### config.mk
export PLATFORM = sky130hd
export DESIGN_NAME = txring_engine
export DESIGN_NICKNAME = d
export VERILOG_FILES = /design/src/rtl/txr_pkg.sv /design/src/rtl/txr_host_regs.sv /design/src/rtl/txr_byte_pick.sv /design/src/rtl/txring_engine.sv
export SDC_FILE = /design/constraint.sdc
export NUM_CORES = 1
export LEC_CHECK = 0
export BUFFER_PORTS_ARGS = -buffer_cell sky130_fd_sc_hd__buf_2
export CAP_MARGIN = 20
export CELL_PAD_IN_SITES_DETAIL_PLACEMENT = 1
export CELL_PAD_IN_SITES_GLOBAL_PLACEMENT = 2
export CORE_MARGIN = 5
export CORE_UTILIZATION = 36
export CTS_BUF_LIST = sky130_fd_sc_hd__clkbuf_4 sky130_fd_sc_hd__clkbuf_8
export CTS_CLUSTER_SIZE = 28
export DETAILED_ROUTE_END_ITERATION = 16
export PLACE_DENSITY_LB_ADDON = 0.2
export SYNTH_ARGS = -nofsm -noshare
export SYNTH_HDL_FRONTEND = slang
export SYNTH_SLANG_ARGS = --single-unit
### constraint.sdc
create_clock -name clk -period 3.2 [get_ports clk]
set_clock_uncertainty 0.1 [all_clocks]
set_input_delay 0.16 -clock clk [delete_from_list [all_inputs] [get_ports clk]]
set_output_delay 0.16 -clock clk [all_outputs]
set_load 0.01 [all_outputs]
### src/rtl/txr_pkg.sv
// Shared constants and types for the transmit descriptor ring engine.
// Assumes a 32-bit little-endian memory word and 32-bit byte addresses.
package txr_pkg;
    localparam int ADDR_W     = 32;
    localparam int WORD_BYTES = 4;
    localparam int WORD_W     = 8 * WORD_BYTES;
    localparam int LEN_W      = 16;
    localparam int OWN_BIT    = 15;
    localparam logic [ADDR_W-1:0] OFS_BUF  = 32'd4;
    localparam logic [ADDR_W-1:0] OFS_NEXT = 32'd8;
    localparam logic [1:0] SEL_BASE_LO = 2'd0;
    localparam logic [1:0] SEL_BASE_HI = 2'd1;
    localparam logic [1:0] SEL_POLL    = 2'd2;

    typedef enum logic [3:0] {
        ST_IDLE, ST_HDR_RQ, ST_HDR_RS, ST_PTR_RQ, ST_PTR_RS,
        ST_NXT_RQ, ST_NXT_RS, ST_DAT_RQ, ST_DAT_RS, ST_SEND, ST_WBACK
    } eng_state_t;
endpackage

### src/rtl/txr_host_regs.sv
// Host-visible registers: the ring start address (two 16-bit halves) and a
// sticky poll request. Assumes the host changes the ring start only while
// the engine is idle.
module txr_host_regs
    import txr_pkg::*;
(
    input  logic              clk,
    input  logic              rst_n,
    input  logic              cfg_wr,
    input  logic [1:0]        cfg_addr,
    input  logic [15:0]       cfg_wdata,
    input  logic              poll_take,
    output logic [ADDR_W-1:0] ring_base,
    output logic              base_load,
    output logic              poll_pend
);
    logic poll_hit;
    assign poll_hit = cfg_wr && (cfg_addr == SEL_POLL) && cfg_wdata[0];

    // Capture the address halves, flag a reload, and keep poll requests.
    always_ff @(posedge clk) begin
        if (!rst_n) begin
            ring_base <= '0;
            base_load <= 1'b0;
            poll_pend <= 1'b0;
        end else begin
            base_load <= cfg_wr && (cfg_addr == SEL_BASE_LO || cfg_addr == SEL_BASE_HI);
            if (cfg_wr && cfg_addr == SEL_BASE_LO) ring_base[15:0]  <= cfg_wdata;
            if (cfg_wr && cfg_addr == SEL_BASE_HI) ring_base[31:16] <= cfg_wdata;
            poll_pend <= (poll_pend && !poll_take) || poll_hit;
        end
    end

    // A poll command is never lost, even when it arrives during a take.
    assert_poll_kept_R8: assert property (@(posedge clk) disable iff (!rst_n)
        poll_hit |=> poll_pend);
endmodule

### src/rtl/txr_byte_pick.sv
// Selects one byte lane of a memory word; lane 0 is the lowest address.
// Assumes LANES is a power of two.
module txr_byte_pick #(
    parameter int LANES = 4,
    localparam int SEL_W = $clog2(LANES)
) (
    input  logic [8*LANES-1:0] word_i,
    input  logic [SEL_W-1:0]   lane_i,
    output logic [7:0]         byte_o
);
    logic [7:0] lane_bytes [LANES];

    for (genvar g = 0; g < LANES; g++) begin : g_lane
        assign lane_bytes[g] = word_i[8*g +: 8];
    end

    assign byte_o = lane_bytes[lane_i];
endmodule

### src/rtl/txring_engine.sv
// Transmit descriptor ring engine. Walks a linked ring of 32-byte
// descriptors, streams each hardware-owned frame as bytes, then releases
// the descriptor and follows its next pointer. Assumes word-aligned buffer
// and descriptor pointers and memory read data one cycle after the request.
module txring_engine
    import txr_pkg::*;
#(
    parameter int MAX_FRAME = 1536
) (
    input  logic              clk,
    input  logic              rst_n,
    input  logic              cfg_wr,
    input  logic [1:0]        cfg_addr,
    input  logic [15:0]       cfg_wdata,
    output logic              mem_rd_en,
    output logic              mem_wr_en,
    output logic [ADDR_W-1:0] mem_addr,
    output logic [WORD_W-1:0] mem_wdata,
    input  logic [WORD_W-1:0] mem_rdata,
    output logic              tx_valid,
    output logic [7:0]        tx_data,
    output logic              tx_sof,
    output logic              tx_eof,
    input  logic              tx_ready,
    output logic              tx_done
);
    localparam int LANE_W = $clog2(WORD_BYTES);
    localparam logic [LEN_W-1:0] LEN_CAP = LEN_W'(MAX_FRAME);

    eng_state_t        st;
    logic [ADDR_W-1:0] cur_desc, buf_ptr, nxt_ptr, ring_base;
    logic [WORD_W-1:0] hdr_q, data_q;
    logic [LEN_W-1:0]  len_q, cnt_q, raw_len;
    logic              base_load, poll_pend, poll_take, last_byte;

    txr_host_regs u_regs (
        .clk(clk), .rst_n(rst_n), .cfg_wr(cfg_wr), .cfg_addr(cfg_addr),
        .cfg_wdata(cfg_wdata), .poll_take(poll_take), .ring_base(ring_base),
        .base_load(base_load), .poll_pend(poll_pend)
    );

    txr_byte_pick #(.LANES(WORD_BYTES)) u_pick (
        .word_i(data_q), .lane_i(cnt_q[LANE_W-1:0]), .byte_o(tx_data)
    );

    assign raw_len   = mem_rdata[31:16];
    assign last_byte = (cnt_q == len_q - 1'b1);
    assign poll_take = (st == ST_IDLE) && poll_pend;

    // Drive the memory port and stream flags from the current state.
    always_comb begin
        mem_rd_en = (st == ST_HDR_RQ) || (st == ST_PTR_RQ) ||
                    (st == ST_NXT_RQ) || (st == ST_DAT_RQ);
        mem_wr_en = (st == ST_WBACK);
        case (st)
            ST_PTR_RQ: mem_addr = cur_desc + OFS_BUF;
            ST_NXT_RQ: mem_addr = cur_desc + OFS_NEXT;
            ST_DAT_RQ: mem_addr = buf_ptr + ADDR_W'(cnt_q);
            default:   mem_addr = cur_desc;
        endcase
        mem_wdata = hdr_q;
        mem_wdata[OWN_BIT] = 1'b0;
        tx_valid = (st == ST_SEND);
        tx_sof   = tx_valid && (cnt_q == '0);
        tx_eof   = tx_valid && last_byte;
        tx_done  = (st == ST_WBACK);
    end

    // Sequence descriptor reads, byte streaming and the release write.
    always_ff @(posedge clk) begin
        if (!rst_n) begin
            st       <= ST_IDLE;
            cur_desc <= '0;
            buf_ptr  <= '0;
            nxt_ptr  <= '0;
            hdr_q    <= '0;
            data_q   <= '0;
            len_q    <= '0;
            cnt_q    <= '0;
        end else begin
            case (st)
                ST_IDLE:   if (poll_pend) st <= ST_HDR_RQ;
                ST_HDR_RQ: st <= ST_HDR_RS;
                ST_HDR_RS: begin
                    hdr_q <= mem_rdata;
                    len_q <= (raw_len > LEN_CAP) ? LEN_CAP : raw_len;
                    st    <= mem_rdata[OWN_BIT] ? ST_PTR_RQ : ST_IDLE;
                end
                ST_PTR_RQ: st <= ST_PTR_RS;
                ST_PTR_RS: begin
                    buf_ptr <= mem_rdata;
                    st      <= ST_NXT_RQ;
                end
                ST_NXT_RQ: st <= ST_NXT_RS;
                ST_NXT_RS: begin
                    nxt_ptr <= mem_rdata;
                    cnt_q   <= '0;
                    st      <= (len_q == '0) ? ST_WBACK : ST_DAT_RQ;
                end
                ST_DAT_RQ: st <= ST_DAT_RS;
                ST_DAT_RS: begin
                    data_q <= mem_rdata;
                    st     <= ST_SEND;
                end
                ST_SEND: if (tx_ready) begin
                    cnt_q <= cnt_q + 1'b1;
                    if (last_byte)
                        st <= ST_WBACK;
                    else if (&cnt_q[LANE_W-1:0])
                        st <= ST_DAT_RQ;
                end
                ST_WBACK: begin
                    cur_desc <= nxt_ptr;
                    st       <= ST_HDR_RQ;
                end
                default: st <= ST_IDLE;
            endcase
            if (base_load) cur_desc <= ring_base;
        end
    end

    assert_tx_hold_R10: assert property (@(posedge clk) disable iff (!rst_n)
        (tx_valid && !tx_ready) |=> (tx_valid && $stable(tx_data) &&
                                     $stable(tx_sof) && $stable(tx_eof)));

    assert_port_excl_R6: assert property (@(posedge clk) disable iff (!rst_n)
        !(mem_rd_en && mem_wr_en));

    assert_release_after_eof_R6: assert property (@(posedge clk) disable iff (!rst_n)
        (tx_valid && tx_ready && tx_eof) |=> (mem_wr_en && tx_done && !tx_valid));

    assert_hostowned_stop_R4: assert property (@(posedge clk) disable iff (!rst_n)
        (st == ST_HDR_RS && !mem_rdata[OWN_BIT]) |=> (!tx_valid && !mem_wr_en));

    assert_sof_once_R5: assert property (@(posedge clk) disable iff (!rst_n)
        (tx_valid && tx_ready && tx_sof && !tx_eof) |=> !tx_sof);

    assert_len_cap_R9: assert property (@(posedge clk) disable iff (!rst_n)
        tx_valid |-> (cnt_q < LEN_CAP));
endmodule

==> summary.txt <==
Leading area contributor after synthesis -> sky130_fd_sc_hd__dfxtp_1
Minimum setup slack in the final design -> -24.0 ps
Hold Path Class -> in2reg
Sequence of cells on the critical path -> ha_4, fa_2, a211oi_4, o21ai_4, a21oi_4, a21oi_4, o211ai_1, xor2_1, o221ai_1, buf_2
Routed length per placed instance -> 22.7 um
Setup repair after global routing missed its margin -> true
Number of enable flip-flop cells after synthesis -> 0
Port-buffer cells -> 130
Number of I/O pins -> 132
Leakage power -> 5.62 nW
Top delay family on crit path -> compound AO/OA/AOI/OAI gates
Cells after Synth -> 1579
Register bit total from synthesis -> 229
Clock H-tree levels -> 2
DP Wirelength -> 36.3 mm
Average cell area after synthesis -> 7.80 um2
Post-synthesis net count -> 1655
Sequential-to-total area share from yosys stat -> 37.2%
Post-synth design cell area -> 12300 um2
Setup Crit Path Kind -> reg2out
Time the final worst path needs with I/O delays and setup -> 3220 ps
Maximum number of buffers from clock root to sink -> 3
Max-slew violation count -> 0
Number of antenna violations at the first check in global routing -> 4
Die Span Y -> 195 um
Total of max-cap violations -> 0
Crit path arrival time -> 2960 ps
TritonCTS clock tree -> done
Most frequent cell after synthesis -> sky130_fd_sc_hd__nand2_1
Final nets -> 1861
Total routed wirelength -> 51.4 mm
Number of clock buffers inserted by TritonCTS -> 42
Fraction of registers with async set or reset after synthesis -> 0%
DRC violations left -> 0
Global-route total usage across every layer -> 26.2%
Number of clock sinks -> 229
Cell repeated most along the worst path -> sky130_fd_sc_hd__a21oi_4
Critical path's slowest cell -> sky130_fd_sc_hd__fa_2
Routability congestion estimate from global placement -> 0.937
Top cells by instance count after synthesis -> sky130_fd_sc_hd__nand2_1, sky130_fd_sc_hd__dfxtp_1, sky130_fd_sc_hd__a21boi_0
Post-place instance area -> 13700 um2
Area of the core -> 33600 um2
Post-route cell area -> 15700 um2
Slew of the pin with the lowest slew margin -> 859 ps
Ratio of routed vias to standard cells -> 5.48
Layout filler cell count -> 4035
Launching element type of the critical path -> register
Outcome -> finished with violations
Vias after detailed routing -> 12395
Unique masters post-synth -> 66
Maximum frequency from static timing analysis -> 0.310 GHz
Worst Setup End Kind -> primary output
Cell chosen for the clock root -> sky130_fd_sc_hd__clkbuf_8
Multi-input gate area in the final layout -> 7710 um2
Storage element area -> 4620 um2
Area share of the leading cell type in the synthesized netlist -> 37.2%
YS warnings -> 0
Largest cells by area after synthesis -> sky130_fd_sc_hd__dfxtp_1, sky130_fd_sc_hd__nand2_1, sky130_fd_sc_hd__a21boi_0, sky130_fd_sc_hd__mux2i_1, sky130_fd_sc_hd__o21ai_0
Violated checks -> setup timing
Peak supply drop -> 0.325 mV
Area of the die -> 38000 um2
Largest fanout on the critical path -> 7
CP Buf/Inv Count -> 1
PD cells -> 385 nW/um2
FP Rows -> 67
Placed Cells incl. Taps -> 2119
Horizontal die dimension -> 195 um
Initial standard-cell utilization of the core -> 36.6%
Clock slew seen by the registers of the worst setup and hold paths -> 60 ps
Final setup viols -> 3
Final worst-path cycle share -> 101%
Count of final hold-check violations -> 0
Initial DRC Count -> 809
Global-route wire length before repair -> 77.5 mm
Worst hold slack -> 55.1 ps
Biggest cell delay along the critical path -> 400 ps
WP data required -> 2940 ps
Number of cells in the finished layout apart from fillers -> 2261
Relative slew margins -> 42.5%
Pin count of the biggest net entering global routing -> 76
Fraction of layout cells with a size suffix above 1 -> 20.9%
Main flop type after synthesis -> sky130_fd_sc_hd__dfxtp_1
Post-placement worst setup slack -> 133 ps
Synth-to-Final Area Change -> 27.4%
Post-detailed-route count of antenna-violating nets -> 0
First-pass iteration count of the detailed router -> 5
Via count of the first global-routing pass -> 12325
Insertion delay of the later-clocked pin in the worst-skew pair -> 590 ps
Total congestion overflow after global routing -> 0
-- power by group --
part	leakage, nW	switching, W	internal [W]
logic	3.31	0.000187	0.000124
registers	1.86	0.0000154	0.00287
clock network	0.447	0.00126	0.00159
total	5.62	0.00146	0.00458
-- flip-flops by register name, indices dropped and copies added, names as in the netlist --
| register | cells |
|---|---|
| cnt_q | 16 |
| len_q | 16 |
| data_q | 32 |
| hdr_q | 31 |
| u_regs.poll_pend | 1 |
| buf_ptr | 32 |
| nxt_ptr | 32 |
| u_regs.ring_base | 32 |
| st | 4 |
| u_regs.base_load | 1 |
| cur_desc | 32 |
-- cell usage in the layout, fill, tap and decap left out, types with 9 or more instances in the layout --
cell type	instances
sky130_fd_sc_hd__clkbuf_8	51
sky130_fd_sc_hd__nand2_1	412
sky130_fd_sc_hd__nor2_1	63
sky130_fd_sc_hd__nor4_1	12
sky130_fd_sc_hd__nor3_1	13
sky130_fd_sc_hd__buf_2	128
sky130_fd_sc_hd__dlygate4sd3_1	55
sky130_fd_sc_hd__o22ai_1	12
sky130_fd_sc_hd__buf_4	82
sky130_fd_sc_hd__a21boi_0	161
sky130_fd_sc_hd__a21o_1	12
sky130_fd_sc_hd__a31oi_1	11
sky130_fd_sc_hd__o21ai_0	68
sky130_fd_sc_hd__mux2i_1	38
sky130_fd_sc_hd__nand3_1	45
sky130_fd_sc_hd__and3_1	21
sky130_fd_sc_hd__and2_1	39
sky130_fd_sc_hd__inv_1	16
sky130_fd_sc_hd__nor2b_1	16
sky130_fd_sc_hd__ha_4	13
sky130_fd_sc_hd__o211ai_1	9
sky130_fd_sc_hd__dfxtp_2	14
sky130_fd_sc_hd__dfxtp_1	210
sky130_fd_sc_hd__a21oi_1	46
sky130_fd_sc_hd__a22oi_1	12
sky130_fd_sc_hd__xor2_1	31
sky130_fd_sc_hd__xnor2_1	27
sky130_fd_sc_hd__clkbuf_4	14
sky130_fd_sc_hd__nand4_1	17
-- cells by family after synthesis --
group / count (synthesis) / synth area share, %
other: 1 / 0.0304
multiplexers: 46 / 4.55
buffers and inverters: 124 / 3.96
adder cells (fa/ha/maj): 22 / 2.30
XOR/XNOR: 62 / 4.41
AO/OA/AOI/OAI: 399 / 21.9
flip-flops: 229 / 37.2
AND/OR/NAND/NOR: 696 / 25.6
-- timing repair --
action,in CTS,in global routing
hold endpoints to repair,178,0
hold buffers,55,0
buffers inserted,8,6
resized for setup,49,55
pin swaps,22,26
setup endpoints to repair,25,24
-- final timing paths --
| path | depth (start not counted) | slack [ps] | end | from |
|---|---|---|---|---|
| setup / recovery | 10 | -20 | mem_addr[30] | cnt_q[0]$_SDFFE_PN0P_ |
| hold / removal | 2 | 60 | hdr_q[21]$_SDFFE_PN0N_ | rst_n |
| setup reg to reg | 8 | 610 | st[1]$_SDFFE_PN0P_ | len_q[3]$_SDFFE_PN0N_ |
| hold reg to reg | 2 | 360 | hdr_q[5]$_SDFFE_PN0N_ | hdr_q[5]$_SDFFE_PN0N_ |
-- routing by layer --
metal | global-route usage (%) | vias up | part of all wire (%)
met5 | 0 | - | 0.025
met4 | 8.28 | 2 | 2.6
met3 | 4.64 | 74 | 5.0
met2 | 41.4 | 317 | 46
met1 | 36.4 | 6114 | 47
li1 | - | 5888 | -
-- worst reg2reg max path, cell delays in order, from the launching register on --
cell and delay (ps):
sky130_fd_sc_hd__dfxtp_4 350, sky130_fd_sc_hd__or4_4 530, sky130_fd_sc_hd__buf_4 150, sky130_fd_sc_hd__or4_1 560, sky130_fd_sc_hd__xor2_1 170, sky130_fd_sc_hd__nand2_1 100
sky130_fd_sc_hd__nor4_2 40, sky130_fd_sc_hd__buf_4 180, sky130_fd_sc_hd__o311a_1 300
-- area by class of cell --
cell class | instances | area share (%)
Sequential cell | 229 | 29.4
Tap cell | 448 | 3.57
Multi-Input combinational cell | 1226 | 49.2
Clock inverter | 5 | 0.175
Antenna cell | 2 | 0.0319
Timing Repair Buffer | 270 | 12.1
Clock buffer | 65 | 5.14
Inverter | 16 | 0.383
-- per-stage QoR --
stage / utilization, % / total power (W) / setup TNS [ps]
after floorplan: - / 0.00304 / 0
after CTS: 45.7 / 0.00612 / -530
after global routing: 46.7 / 0.00627 / -1040
after detailed placement: 40.8 / 0.00320 / 0
final: 46.7 / 0.00604 / -45.8
after global placement: 40.8 / 0.00320 / 0
No activity file was read; power rests on OpenSTA's default activity.
